===== src/rtl/uart_wm_pkg.sv =====
package uart_wm_pkg;

    typedef enum logic [1:0] {
        RXA_IDLE,
        RXA_PUSH,
        RXA_REPLACE,
        RXA_DROP
    } rx_act_e;

    typedef enum logic {
        CMP_AT_OR_BELOW,
        CMP_AT_OR_ABOVE
    } cmp_mode_e;

    typedef struct packed {
        logic stat_rd;
        logic data_rd;
        logic data_wr;
    } bus_req_t;

    // Decide what an incoming word does to the receive queue.
    function automatic rx_act_e rx_decide(input logic valid, input logic brk,
                                          input logic empty, input logic full);
        if (!valid)
            return RXA_IDLE;
        else if (brk && !empty)
            return RXA_REPLACE;
        else if (full)
            return RXA_DROP;
        else
            return RXA_PUSH;
    endfunction

endpackage


===== src/rtl/uart_wm_fifo.sv =====
module uart_wm_fifo #(
    parameter int DATA_W = 8,
    parameter int DEPTH  = 8
) (
    input  logic                       clk,
    input  logic                       rst,
    input  logic                       push,
    input  logic                       replace,
    input  logic                       pop,
    input  logic [DATA_W-1:0]          din,
    output logic [DATA_W-1:0]          head,
    output logic [$clog2(DEPTH+1)-1:0] level,
    output logic                       empty,
    output logic                       full
);
    localparam int PTR_W = $clog2(DEPTH);
    localparam int CNT_W = $clog2(DEPTH+1);

    logic [DATA_W-1:0] mem [DEPTH];
    logic [PTR_W-1:0]  wr_ptr, rd_ptr;
    logic [CNT_W-1:0]  cnt;
    logic              do_push, do_pop, do_repl;

    assign empty   = (cnt == '0);
    assign full    = (cnt == CNT_W'(DEPTH));
    assign do_push = push && !full;
    assign do_pop  = pop && !empty;
    assign do_repl = replace && !empty && !do_push;
    assign head    = mem[rd_ptr];
    assign level   = cnt;

    always_ff @(posedge clk) begin
        if (do_push)
            mem[wr_ptr] <= din;
        else if (do_repl)
            mem[wr_ptr - PTR_W'(1)] <= din;
    end

    always_ff @(posedge clk) begin
        if (rst) begin
            wr_ptr <= '0;
            rd_ptr <= '0;
            cnt    <= '0;
        end else begin
            if (do_push)
                wr_ptr <= wr_ptr + PTR_W'(1);
            if (do_pop)
                rd_ptr <= rd_ptr + PTR_W'(1);
            cnt <= cnt + CNT_W'(do_push) - CNT_W'(do_pop);
        end
    end

    assert_no_overflow_R9: assert property (@(posedge clk) disable iff (rst)
        cnt <= CNT_W'(DEPTH));

    assert_empty_no_underflow_R11: assert property (@(posedge clk) disable iff (rst)
        (empty && pop && !push) |=> (cnt == '0));

endmodule


===== src/rtl/uart_wm_flag.sv =====
module uart_wm_flag
    import uart_wm_pkg::*;
#(
    parameter int        CNT_W = 4,
    parameter int        WM_W  = 3,
    parameter cmp_mode_e MODE  = CMP_AT_OR_BELOW
) (
    input  logic             clk,
    input  logic             rst,
    input  logic [CNT_W-1:0] level,
    input  logic [WM_W-1:0]  wm,
    input  logic             block,
    input  logic             stat_rd,
    input  logic             data_acc,
    output logic             flag
);
    logic             meets, set_cond, armed;
    logic [CNT_W-1:0] wm_ext;

    assign wm_ext = CNT_W'(wm);

    generate
        if (MODE == CMP_AT_OR_BELOW) begin : g_below
            assign meets = (level <= wm_ext);
        end else begin : g_above
            assign meets = (level >= wm_ext);
        end
    endgenerate

    assign set_cond = meets && !block;

    always_ff @(posedge clk) begin
        if (rst) begin
            flag  <= 1'b0;
            armed <= 1'b0;
        end else begin
            if (data_acc)
                armed <= 1'b0;
            else if (stat_rd && flag)
                armed <= 1'b1;

            if (armed && data_acc)
                flag <= 1'b0;
            else if (set_cond)
                flag <= 1'b1;
        end
    end

    // A flag only ever falls on the edge of a data access.
    assert_fall_after_access_R5: assert property (@(posedge clk) disable iff (rst)
        $fell(flag) |-> $past(data_acc));

    // Threshold met with no access pending: flag is up on the next edge.
    assert_set_on_threshold_R2: assert property (@(posedge clk) disable iff (rst)
        (meets && !block && !data_acc) |=> flag);

    // Break mode keeps a low flag low.
    assert_block_keeps_low_R8: assert property (@(posedge clk) disable iff (rst)
        (block && !flag) |=> !flag);

endmodule


===== src/rtl/uart_wm_status.sv =====
module uart_wm_status
    import uart_wm_pkg::*;
#(
    parameter int DATA_W = 8,
    parameter int DEPTH  = 8,
    parameter int WM_W   = 3
) (
    input  logic                       clk,
    input  logic                       rst,
    input  logic                       stat_rd,
    input  logic                       data_rd,
    input  logic                       data_wr,
    input  logic [DATA_W-1:0]          wdata,
    input  logic                       txwm_wr,
    input  logic                       rxwm_wr,
    input  logic [WM_W-1:0]            wm_wdata,
    input  logic                       brk_mode,
    input  logic                       des_valid,
    input  logic [DATA_W-1:0]          des_data,
    input  logic                       ser_ready,
    output logic                       ser_valid,
    output logic [DATA_W-1:0]          ser_data,
    output logic [DATA_W-1:0]          rdata,
    output logic                       tx_flag,
    output logic                       rx_flag,
    output logic                       overrun,
    output logic [$clog2(DEPTH+1)-1:0] tx_level,
    output logic [$clog2(DEPTH+1)-1:0] rx_level
);
    localparam int          CNT_W   = $clog2(DEPTH+1);
    localparam logic [WM_W-1:0] TX_WM_RST = WM_W'(0);
    localparam logic [WM_W-1:0] RX_WM_RST = WM_W'(1);

    bus_req_t          req;
    rx_act_e           rx_act;
    logic [WM_W-1:0]   tx_wm, rx_wm;
    logic              tx_empty, tx_full, rx_empty, rx_full;
    logic [DATA_W-1:0] rx_head;
    logic              ov_armed;

    assign req = '{stat_rd: stat_rd, data_rd: data_rd, data_wr: data_wr};

    // Thresholds
    always_ff @(posedge clk) begin
        if (rst) begin
            tx_wm <= TX_WM_RST;
            rx_wm <= RX_WM_RST;
        end else begin
            if (txwm_wr) tx_wm <= wm_wdata;
            if (rxwm_wr) rx_wm <= wm_wdata;
        end
    end

    // Send path
    uart_wm_fifo #(.DATA_W(DATA_W), .DEPTH(DEPTH)) u_tx_fifo (
        .clk     (clk),
        .rst     (rst),
        .push    (req.data_wr),
        .replace (1'b0),
        .pop     (ser_ready),
        .din     (wdata),
        .head    (ser_data),
        .level   (tx_level),
        .empty   (tx_empty),
        .full    (tx_full)
    );

    assign ser_valid = !tx_empty;

    uart_wm_flag #(.CNT_W(CNT_W), .WM_W(WM_W), .MODE(CMP_AT_OR_BELOW)) u_tx_flag (
        .clk      (clk),
        .rst      (rst),
        .level    (tx_level),
        .wm       (tx_wm),
        .block    (1'b0),
        .stat_rd  (req.stat_rd),
        .data_acc (req.data_wr),
        .flag     (tx_flag)
    );

    // Receive path
    assign rx_act = rx_decide(des_valid, brk_mode, rx_empty, rx_full);

    uart_wm_fifo #(.DATA_W(DATA_W), .DEPTH(DEPTH)) u_rx_fifo (
        .clk     (clk),
        .rst     (rst),
        .push    (rx_act == RXA_PUSH),
        .replace (rx_act == RXA_REPLACE),
        .pop     (req.data_rd),
        .din     (des_data),
        .head    (rx_head),
        .level   (rx_level),
        .empty   (rx_empty),
        .full    (rx_full)
    );

    uart_wm_flag #(.CNT_W(CNT_W), .WM_W(WM_W), .MODE(CMP_AT_OR_ABOVE)) u_rx_flag (
        .clk      (clk),
        .rst      (rst),
        .level    (rx_level),
        .wm       (rx_wm),
        .block    (brk_mode),
        .stat_rd  (req.stat_rd),
        .data_acc (req.data_rd),
        .flag     (rx_flag)
    );

    // Read data register and overrun latch
    always_ff @(posedge clk) begin
        if (rst) begin
            rdata    <= '0;
            overrun  <= 1'b0;
            ov_armed <= 1'b0;
        end else begin
            if (req.data_rd && !rx_empty)
                rdata <= rx_head;

            if (req.data_rd)
                ov_armed <= 1'b0;
            else if (req.stat_rd && overrun)
                ov_armed <= 1'b1;

            if (rx_act == RXA_DROP)
                overrun <= 1'b1;
            else if (ov_armed && req.data_rd)
                overrun <= 1'b0;
        end
    end

    assert_tx_full_ignored_R10: assert property (@(posedge clk) disable iff (rst)
        (data_wr && tx_full && !ser_ready) |=> $stable(tx_level));

    assert_empty_read_holds_R11: assert property (@(posedge clk) disable iff (rst)
        (data_rd && rx_empty) |=> $stable(rdata));

    assert_overrun_sticky_R9: assert property (@(posedge clk) disable iff (rst)
        (overrun && !data_rd) |=> overrun);

    assert_break_no_growth_R8: assert property (@(posedge clk) disable iff (rst)
        (brk_mode && des_valid && !rx_empty && !data_rd) |=> $stable(rx_level));

endmodule


===== config.mk =====
export PLATFORM = sky130hd
export DESIGN_NAME = uart_wm_status
export DESIGN_NICKNAME = d
export VERILOG_FILES = /design/src/rtl/uart_wm_pkg.sv /design/src/rtl/uart_wm_fifo.sv /design/src/rtl/uart_wm_flag.sv /design/src/rtl/uart_wm_status.sv
export SDC_FILE = /design/constraint.sdc
export NUM_CORES = 1
export LEC_CHECK = 0
export CORE_ASPECT_RATIO = 0.6
export CORE_MARGIN = 2
export CORE_UTILIZATION = 35
export CTS_CLUSTER_DIAMETER = 120
export DETAILED_ROUTE_END_ITERATION = 8
export GPL_ROUTABILITY_DRIVEN = 0
export MAX_ROUTING_LAYER = met4
export PLACE_DENSITY = 0.54
export SLEW_MARGIN = 20
export SYNTH_ARGS = -nofsm -noshare
export SYNTH_HDL_FRONTEND = slang
export SYNTH_SLANG_ARGS = --single-unit

===== constraint.sdc =====
create_clock -name clk -period 3.9 [get_ports clk]
set_clock_uncertainty 0.15 [all_clocks]
set_input_delay 0.585 -clock clk [delete_from_list [all_inputs] [get_ports clk]]
set_output_delay 0.585 -clock clk [all_outputs]
set_load 0.02 [all_outputs]

==> metrics.md, run 1 <==
| Metric | Value |
|---|---|
| Outcome | `complete, no violations` |
| Flops & latches, synth | `approximately 170` |
| Pwr/cell area | `about 650 mW/mm^2` |
| Setup ws final | `approximately 0.6 ns` |
| Hold WS | `0.316 ns` |
| Area growth, synth to finish | `20.5%` |
| DRC viols | `0` |
| Routed Antenna Nets | `0` |
| HPWL Detailed | `around 9900 um` |
| Worst R2R Start | `u_rx_fifo.level[2]$_SDFF_PP0_` |
| Drt wl/cell | `between 15 and 20 um` |
| Maximum clock rate | `about 300 MHz` |
| Reg-to-reg slack, setup | `approximately 0.94 ns` |
| Max Cap Violations | `0` |
| Finished Layout Cells | `between 800 and 900` |
| TritonCTS clock tree | `done` |
| Number of iterations in the first detailed-routing pass | `5` |
| PostCTS Resize Cnt | `0` |
| First-iteration detailed-routing DRC count | `between 200 and 300` |
| CTS buffer count | `17` |
| Setup TNS | `0 ns` |
| RSZ-0062 raised after global routing | `false` |
| Top cells by area, synth | `edfxtp_1 (55%), dfxtp_1 (12%), mux4_2 (7.7%), ha_1 (4.1%), mux2i_1 (3.3%)` |
| Die Wd | `187 um` |
| Post-synthesis adder-cell area fraction | `4.66%` |
| Worst flop-to-flop path endpoint | `u_rx_fifo.level[2]$_SDFF_PP0_` |
| Register area share after synthesis | `between 60 and 70%` |
| Post-CTS setup repair buffer count | `0` |
| GRT Util Overall | `~15%` |
| Mux share of post-synthesis cell area | `12.2%` |
| Final setup fails | `0` |
| Setup CP Type | `register to output port` |
| Placement Setup Slack | `between 0.6 and 0.7 ns` |
| Clock Root Buffer | `clkbuf_16` |
| PnR Total Power | `around 5.5 mW` |
| Hold path cells | `1` |
| Number of global-route vias before repair | `3827` |
| Post-synthesis xor/xnor area fraction | `around 1.1%` |
| CTS Hold Bufs | `0` |
| FF-to-FF path depth | `11` |
| Nature of the critical path endpoint | `output port` |
| Port Buffer Count | `56` |
| Top_reg_cell synth | `edfxtp_1` |
| Congestion Overflow GR | `0` |
| Net count reported at finish | `between 500 and 600` |
| Share of flip-flops with an asynchronous set or reset | `0%` |
| Worst EP required | `between 3 and 4 ns` |
| Sink Count | `approximately 170` |
| Compound-Gate Fraction of Synth Area | `around 5%` |
| P_leak | `about 2.9 nW` |
| Avg Synthesized Cell Area | `15.4 um^2` |
| Hold EP | `u_rx_flag.flag$_SDFFE_PP0P_` |
| HP Class | `register to register` |
| Final Hold Viols | `0` |
| Fin. max-slew vios | `0` |
| Net Count, Synth | `roughly 510` |
| Antenna diode count | `0` |
| Worst skew pair latency | `0.42 ns` |
| Peak supply drop | `roughly 0.36 mV` |
| Starting Density | `a little over a third` |
| Die ar. | `about 0.021 mm^2` |
| Post-Place Cells | `between 700 and 800` |
| Worst Path Max Fanout | `16` |
| Slew HR | `42.7%` |
| Post-synth top area share | `a little over half` |
| Syn Inst Count | `~460` |
| Tcrit/Tclk final | `a little over four fifths` |
| Cell Rows | `40` |
| H-tree levels | `4` |
| Io pins | `57` |
| Share of cells above drive strength 1 | `between 10% and 20%` |
| Most common cell in the netlist | `edfxtp_1` |
| Post-layout min period | `~3.3 ns` |
| Clock slew at reported path FFs | `roughly 0.06 ns` |
| Netlist cell types | `46` |
| First-pass GRT wire length | `22400 um` |
| Synth Cell Area | `between 0.007 and 0.008 mm^2` |
| Main combinational cell family by area after synthesis | `multiplexers` |
| Initial antenna violation count | `0` |
| Worst-margin pin slew | `0.858 ns` |
| Crit path DAT | `about 2.6 ns` |
| Die height | `roughly 110 um` |
| Largest net degree at the start of global routing | `42` |
| Via density | `4.75` |
| Detailed-route via count | `a little under 4000` |
| Post-Synth Simple-Gate Area | `~7.7%` |
| Cell taking the most area after synthesis | `edfxtp_1` |
| Max clock buf depth | `2` |
| Ys Warns | `0` |
| Number of synthesized flops with an enable pin | `128` |
| Critical path launch point type | `register` |
| Core Region | `approximately 0.020 mm^2` |
| Most frequent cells after synthesis | `edfxtp_1 (128), nor2_1 (44), dfxtp_1 (43), mux4_2 (24)` |
| Routed Wire Length | `roughly 14000 um` |
| Hold_sp | `u_rx_flag.armed$_SDFFE_PP0P_` |
-- flip-flops by register name, indices dropped and copies added, names as in the netlist, 3 cells and up, named ones only --
name / cells
u_tx_fifo.rd_ptr: 3
u_tx_fifo.level: 4
u_rx_fifo.mem: 64
rx_wm: 3
u_tx_fifo.wr_ptr: 3
tx_wm: 3
u_rx_fifo.rd_ptr: 3
u_tx_fifo.mem: 64
rdata: 8
u_rx_fifo.wr_ptr: 3
u_rx_fifo.level: 4
-- cell type report --
class	count	area, um^2
clock inverters	15	115
fillers	1816	11400
flip-flops and latches	171	4700
clock buffers	17	425
multi-input cells	245	2170
inverters	22	82.6
repair buffers	68	651
well taps	273	342
-- cells in the final DEF, fill, tap and decap left out, types with 2 or more instances in the layout --
master           instances
a2111oi_0                2
a211oi_1                12
a21o_1                   3
a21oi_1                 12
buf_4                   12
clkbuf_16               17
clkdlybuf4s50_1         56
clkinv_1                 2
clkinv_4                 2
clkinvlp_4               4
dfxtp_1                 43
edfxtp_1               128
fa_1                     2
ha_1                    23
inv_1                   22
inv_6                    5
mux2_2                   8
mux2i_1                 23
mux4_2                  24
nand2_1                  9
nand2b_1                11
nand3_1                  4
nor2_1                  44
nor2b_1                  8
nor3_1                  16
nor4_1                   4
nor4b_1                  3
o21ai_0                  2
o22ai_1                  8
xnor2_1                  6
xor2_1                   3
-- layer usage --
layer	track usage, %	vias up	wire [um]
li1	-	1870	-
met4	4.29	0	81
met1	21.6	1890	7530
met2	19.4	85	5870
met5	-	-	0
met3	4.49	8	900
-- critical path, stage by stage, from the launching register on --
cell and delay (ns):
dfxtp_1 0.88, mux4_2 0.42, mux2_2 0.29, clkdlybuf4s50_1 0.54
-- per-stage QoR --
step / instance area (um^2) / utilization [%]
2_1_floorplan: 7040 / -
3_3_place_gp: 7950 / 40.0
3_5_place_dp: 7950 / 40.0
4_1_cts: 8490 / 42.7
5_1_grt: 8490 / 42.7
6_report: 8490 / 42.7
-- cell families after synthesis --
kind of cell,count (synthesis)
buf+inv,41
simple gates,108
compound gates,48
mux,55
flops,171
fa+ha+maj,25
xor+xnor,9
-- worst max path at each step --
stage | start | to
after detailed placement | brk_mode | u_rx_fifo.mem[4][2]$_DFFE_PP_
after global routing | register | ser_data[7]
after CTS | register | ser_data[6]
after global placement | brk_mode | u_rx_fifo.mem[5][7]$_DFFE_PP_
after floorplan | u_rx_fifo.level[2]$_SDFF_PP0_ | u_rx_fifo.level[2]$_SDFF_PP0_
final | register | ser_data[6]
-- where the power goes --
part           internal [mW]  switching [mW]
clock                  0.824           0.722
combinational          0.778           0.860
sequential              2.16           0.137
Power figures use the tool's default switching activity.
==> inputs of run 2 (changes only) <==
==> constraint.sdc (replaced) <==
create_clock -name clk -period 3.4 [get_ports clk]
set_clock_uncertainty 0.15 [all_clocks]
set_input_delay 0.51 -clock clk [delete_from_list [all_inputs] [get_ports clk]]
set_output_delay 0.51 -clock clk [all_outputs]
set_load 0.02 [all_outputs]
==> metrics.md, run 2 (synthesis results as in run 1) <==
| Metric | Value |
|---|---|
| GRT Util Overall | `between 10% and 20%` |
| Net count reported at finish | `about 590` |
| Switching part of the total | `a little over 30%` |
| Routed Antenna Nets | `0` |
| FF-to-FF path depth | `11` |
| CTS Hold Bufs | `0` |
| Placed cell areas | `0.00801 mm^2` |
| Starting Density | `35.4%` |
| P_leak | `2.92 nW` |
| Die Wd | `187 um` |
| Maximum clock rate | `around 320 MHz` |
| Pwr/cell area | `about 740 mW/mm^2` |
| Finished Layout Cells | `around 800` |
| Detailed-route via count | `3962` |
| Crit path cell chain | `buf_4, mux4_2, mux2_2, clkdlybuf4s50_1` |
| Clock Root Buffer | `clkbuf_16` |
| Most common library cell in the layout ignoring fill and taps | `edfxtp_1` |
| Share of cells above drive strength 1 | `approximately 17%` |
| Routed Wire Length | `14600 um` |
| Max clock buf depth | `2` |
| Worst-margin pin slew | `0.762 ns` |
| Die height | `between 100 and 150 um` |
| Number of global-route vias before repair | `3919` |
| Cell Rows | `40` |
| Highest-count cells in the layout ignoring fill and taps | `edfxtp_1 (128), clkdlybuf4s50_1 (56), nor2_1 (44), dfxtp_1 (43), mux4_2 (24)` |
| Slew HR | `about half` |
| Worst skew pair latency | `0.43 ns` |
| H-tree levels | `4` |
| Sequential power share | `around two fifths` |
| Final Hold Viols | `0` |
| PostCTS Resize Cnt | `0` |
| Combinational share of power | `a little under a third` |
| Port Buffer Count | `56` |
| Largest regs | `u_rx_fifo.mem (64), u_tx_fifo.mem (64), rdata (8)` |
| Worst R2R Start | `u_rx_fifo.level[2]$_SDFF_PP0_` |
| Largest stage delay, worst path | `~0.55 ns` |
| Area growth, synth to finish | `21.7%` |
| Fin area | `about 0.0086 mm^2` |
| Final setup fails | `0` |
| Critical path launch point type | `register` |
| Crit path DAT | `2.44 ns` |
| Number of iterations in the first detailed-routing pass | `4` |
| Post-CTS setup repair buffer count | `0` |
| TritonCTS clock tree | `done` |
| Setup CP Type | `register to output port` |
| Cell depth of the worst setup path | `4` |
| First-iteration detailed-routing DRC count | `around 340` |
| DRC viols | `0` |
| Max Cap Violations | `0` |
| Tcrit/Tclk final | `91.2%` |
| RSZ-0062 raised after global routing | `false` |
| Hold path cells | `1` |
| Die ar. | `around 0.021 mm^2` |
| Peak supply drop | `between 0.3 and 0.4 mV` |
| Fin. max-slew vios | `0` |
| Io pins | `57` |
| Post-Place Cells | `roughly 790` |
| Setup TNS | `0 ns` |
| Sink Count | `between 150 and 200` |
| Drt wl/cell | `17.8 um` |
| First-pass GRT wire length | `about 22000 um` |
| Hold_sp | `u_rx_flag.armed$_SDFFE_PP0P_` |
| HPWL Detailed | `9660 um` |
| Cell-internal power | `~4.4 mW` |
| Reg-to-reg slack, setup | `about 0.47 ns` |
| Clock slew at reported path FFs | `about 0.070 ns` |
| Worst EP required | `roughly 2.7 ns` |
| Post-layout min period | `~3.1 ns` |
| Core Region | `0.0199 mm^2` |
| Clock network power share | `slightly below 30%` |
| Initial antenna violation count | `0` |
| Outcome | `complete, no violations` |
| CP bufs+invs | `2` |
| Largest net degree at the start of global routing | `between 40 and 50` |
| Via density | `4.83` |
| CTS buffer count | `17` |
| HP Class | `register to register` |
| Slowest-stage cell, CP | `mux4_2` |
| Nature of the critical path endpoint | `output port` |
| Delay-heaviest family, CP | `buffers and inverters` |
| Antenna diode count | `0` |
| Switching power | `1.96 mW` |
| Worst Path Max Fanout | `16` |
| Congestion Overflow GR | `0` |
| Worst flop-to-flop path endpoint | `u_rx_fifo.level[2]$_SDFF_PP0_` |
| Hold EP | `u_rx_flag.flag$_SDFFE_PP0P_` |
-- run 2: cell count changes in the layout (fill, tap and decap cells not counted) --
cell,previous run,this run
clkbuf_1,0,1
bufinv_16,0,1
buf_4,12,21
clkbuf_8,0,1
inv_6,5,3
clkinv_4,2,1
clkinvlp_4,4,2
clkinv_1,2,0
clkinv_2,1,5
-- run 2: worst max path at each step --
stage | to | start | slack, ns
floorplan | u_rx_fifo.level[2]$_SDFF_PP0_ | u_rx_fifo.level[2]$_SDFF_PP0_ | 0.55
global placement | u_rx_fifo.level[2]$_SDFF_PP0_ | u_rx_fifo.level[2]$_SDFF_PP0_ | 0.54
detailed placement | u_rx_fifo.level[2]$_SDFF_PP0_ | u_rx_fifo.level[2]$_SDFF_PP0_ | 0.50
CTS | ser_data[5] | register | 0.24
global route | ser_data[3] | register | 0.17
finish | ser_data[5] | register | 0.30
-- run 2: cell type report --
class	instances	area (um^2)
sequential	171	4700
tap	273	342
multi-input combinational	245	2170
clock inverter	13	116
timing repair buffer	77	718
fill	1822	11300
clock buffer	19	443
inverter	22	82.6
-- run 2: worst reg2reg max path, delay by kind of cell, from the launching register on --
family / cells / cell delay, ns
buffers and inverters: 3 / 0.26
AND/OR/NAND/NOR: 3 / 0.86
flip-flops: 1 / 0.33
adder cells (fa/ha/maj): 4 / 1.05
XOR/XNOR: 1 / 0.16
-- run 2: through the flow --
step	util, %	worst slack [ns]	hold WS [ns]	power, mW
CTS	43.1	0.236	0.324	6.47
finish	43.1	0.299	0.322	6.38
global placement	40.3	0.538	0.296	4.57
detailed placement	40.3	0.504	0.315	4.60
global route	43.1	0.174	0.367	6.74
floorplan	-	0.551	0.281	3.94
-- run 2: metal layers --
metal  GRT usage (%)  wire (um)  vias to the layer above
li1                -          -                     1885
met1            21.2       7520                     1979
met2            20.2       6090                       83
met3            4.25        817                       15
met4            5.34        194                        0
met5               -          0                        -
-- run 2: power groups by stage --
stage / Combinational, mW / Sequential, mW / Clock [mW]
2_1_floorplan: 1.22 / 2.72 / 0
6_report: 1.91 / 2.62 / 1.84
4_1_cts: 1.95 / 2.63 / 1.90
3_3_place_gp: 1.91 / 2.66 / 0
5_1_grt: 2.11 / 2.65 / 1.98
3_5_place_dp: 1.93 / 2.67 / 0
==> inputs of run 3 (changes only) <==
--- a/config.mk
+++ b/config.mk
@@ -5,6 +5,7 @@
 export SDC_FILE = /design/constraint.sdc
 export NUM_CORES = 1
 export LEC_CHECK = 0
+export ABC_AREA = 1
 export CORE_ASPECT_RATIO = 0.6
 export CORE_MARGIN = 2
 export CORE_UTILIZATION = 35
@@ -12,7 +13,7 @@
 export DETAILED_ROUTE_END_ITERATION = 8
 export GPL_ROUTABILITY_DRIVEN = 0
 export MAX_ROUTING_LAYER = met4
-export PLACE_DENSITY = 0.54
+export PLACE_DENSITY = 0.53
 export SLEW_MARGIN = 20
 export SYNTH_ARGS = -nofsm -noshare
 export SYNTH_HDL_FRONTEND = slang
==> metrics.md, run 3 <==
| Metric | Value |
|---|---|
| Grt met3 use | `4.17%` |
| Port Buffer Count | `56` |
| HPWL Detailed | `approximately 11000 um` |
| Max clock buf depth | `2` |
| Drt wl/cell | `between 10 and 15 um` |
| Worst skew pair latency | `roughly 0.43 ns` |
| RSZ-0062 raised after global routing | `false` |
| Final setup fails | `0` |
| Detailed-route via count | `between 4000 and 5000` |
| Most common cell in the netlist | `nand2_1` |
| Worst R2R Start | `u_rx_fifo.level[2]$_SDFF_PP0_` |
| Setup TNS | `0 ns` |
| Crit path DAT | `2.45 ns` |
| Final Hold Viols | `0` |
| Net Count, Synth | `a little under 800` |
| PostCTS Resize Cnt | `0` |
| Die ar. | `about 0.022 mm^2` |
| CTS buffer count | `17` |
| Share of cells above drive strength 1 | `~8.4%` |
| Fin area | `between 0.008 and 0.009 mm^2` |
| Filler cells | `around 2000` |
| DRC viols | `0` |
| Worst EP required | `around 2.7 ns` |
| CTS Hold Bufs | `0` |
| Largest regs | `u_rx_fifo.mem (64), u_tx_fifo.mem (64), rdata (8)` |
| Tcrit/Tclk final | `between 90 and 100%` |
| GRT met2 Usage | `just over 20%` |
| Compound-Gate Fraction of Synth Area | `around 6.9%` |
| First-pass GRT wire length | `26600 um` |
| Pwr/cell area | `751 mW/mm^2` |
| GRT Util Overall | `16.5%` |
| Fin. max-slew vios | `0` |
| Number of synthesized flops with an enable pin | `around 130` |
| Cell taking the most area after synthesis | `edfxtp_1` |
| Sink Count | `171` |
| Ys Warns | `0` |
| Top_reg_cell synth | `edfxtp_1` |
| Via density | `around 4.5` |
| Hold_sp | `u_tx_fifo.rd_ptr[2]$_SDFFE_PP0P_` |
| Starting Density | `35.5%` |
| P_leak | `around 3.6 nW` |
| H-tree levels | `4` |
| Register area share after synthesis | `a little under two thirds` |
| Top cells by area, synth | `edfxtp_1 (52%), dfxtp_1 (12%), nand2_1 (7.5%), inv_1 (4.9%), nor2_1 (4.4%)` |
| Peak supply drop | `around 0.34 mV` |
| HP Class | `register to register` |
| Slew HR | `a little over half` |
| Number of global-route vias before repair | `~4800` |
| Antenna diode count | `0` |
| Routed Antenna Nets | `0` |
| Avg Synthesized Cell Area | `10.1 um^2` |
| Die height | `between 100 and 150 um` |
| Die Wd | `192 um` |
| Placed cell areas | `0.00833 mm^2` |
| Post-synthesis xor/xnor area fraction | `less than 1%` |
| Worst Path Max Fanout | `32` |
| Most common library cell in the layout ignoring fill and taps | `nand2_1` |
| Highest-count cells in the layout ignoring fill and taps | `nand2_1 (149), edfxtp_1 (128), inv_1 (96), nor2_1 (86), nand3_1 (60)` |
| Busiest layer in global routing | `met1` |
| Maximum clock rate | `321 MHz` |
| Syn Inst Count | `736` |
| Post-layout min period | `slightly above 3 ns` |
| Critical path launch point type | `register` |
| Nature of the critical path endpoint | `output port` |
| Area growth, synth to finish | `20.3%` |
| Congestion Overflow GR | `0` |
| Main combinational cell family by area after synthesis | `simple AND/OR/NAND/NOR gates` |
| Number of iterations in the first detailed-routing pass | `4` |
| Post-Synth Simple-Gate Area | `between 10% and 20%` |
| Routed Wire Length | `approximately 16000 um` |
| Worst-margin pin slew | `between 0.6 and 0.7 ns` |
| Clock slew at reported path FFs | `0.07 ns` |
| Net count reported at finish | `approximately 860` |
| Seq. cell area | `~0.0047 mm^2` |
| Cell Rows | `between 40 and 50` |
| Post-CTS setup repair buffer count | `0` |
| Post-synth top area share | `51.8%` |
| Grt met1 use | `25.4%` |
| Max Cap Violations | `0` |
| Post-synthesis adder-cell area fraction | `about 4.4%` |
| Netlist cell types | `33` |
| Setup CP Type | `register to output port` |
| Core Region | `between 0.02 and 0.025 mm^2` |
| Largest net degree at the start of global routing | `35` |
| First-iteration detailed-routing DRC count | `between 300 and 400` |
| TritonCTS clock tree | `done` |
| Share of flip-flops with an asynchronous set or reset | `0%` |
| Most frequent cells after synthesis | `nand2_1 (149), edfxtp_1 (128), inv_1 (96), nor2_1 (86), nand3_1 (60)` |
| Outcome | `complete, no violations` |
| Mux share of post-synthesis cell area | `0%` |
| Flops & latches, synth | `roughly 170` |
| Multi-input gate area | `roughly 0.0021 mm^2` |
| Io pins | `between 50 and 60` |
| Synth Cell Area | `about 0.0074 mm^2` |
| Clock Root Buffer | `clkbuf_16` |
| Initial antenna violation count | `0` |
[run 3: cell count changes after synthesis, sizes merged, moves of 11 or more]
cell    change
inv        +80
nor2       +44
nand2     +141
nand2b     -11
nand3      +59
nor3       -15
mux2i      -23
mux4       -24
o21ai      +65
buf        +12
a211oi     -13
a21oi      +17
[run 3: report_power, final]
part / switching, mW / total (mW) / internal, mW
registers: 0.160 / 2.68 / 2.52
clock network: 0.882 / 1.97 / 1.08
logic: 1.27 / 2.07 / 0.799
total: 2.31 / 6.71 / 4.40
[run 3: path summary, 6_finish.rpt]
check                           slack [ns]                       endpoint  cells after the start
worst max-delay path                  0.29                    ser_data[4]                      6
worst min-delay path                  0.31                       register                      2
worst max register to register        0.90  u_rx_fifo.level[1]$_SDFF_PP0_                     11
worst min register to register        0.31                       register                      2
[run 3: layout make-up]
class	count	share of cell area, %
inverters	104	4.44
flip-flops and latches	171	52.7
multi-input cells	435	24.1
repair buffers	79	8.21
clock inverters	13	1.61
well taps	279	3.91
clock buffers	19	5.07
[run 3: stage by stage]
stage | utilization [%] | instances | setup WS (ns) | hold slack [ns] | total power [mW]
finish | 42.7 | 1100 | 0.287 | 0.315 | 6.71
detailed placement | 39.8 | 1068 | 0.689 | 0.308 | 4.79
global route | 42.7 | 1100 | 0.0144 | 0.338 | 7.18
global placement | 39.8 | 1068 | 0.721 | 0.301 | 4.79
floorplan | - | 736 | 0.997 | 0.283 | 4.08
CTS | 42.7 | 1100 | 0.269 | 0.317 | 6.78
[run 3: logic make-up after synthesis]
| family | Yosys count |
|---|---|
| adders and majority gates | 25 |
| and+or+nand+nor | 307 |
| DFF | 171 |
| xor gates and xnor gates | 3 |
| AOI/OAI and AO/OA | 100 |
| buffers and inverters | 130 |
[run 3: worst max-delay path: stages, from the launching register on]
cell             delay (ns)
dfxtp_1                0.46
inv_2                  0.49
nor2_1                 0.08
o21ai_0                0.20
nand2_1                0.10
nand2_1                0.09
clkdlybuf4s50_1        0.59
[run 3: per-layer routing]
metal / share of wire (%) / vias up
met3: 4.4 / 13
met1: 57 / 2296
met5: 0 / -
met4: 0.89 / 0
li1: - / 2578
met2: 38 / 92
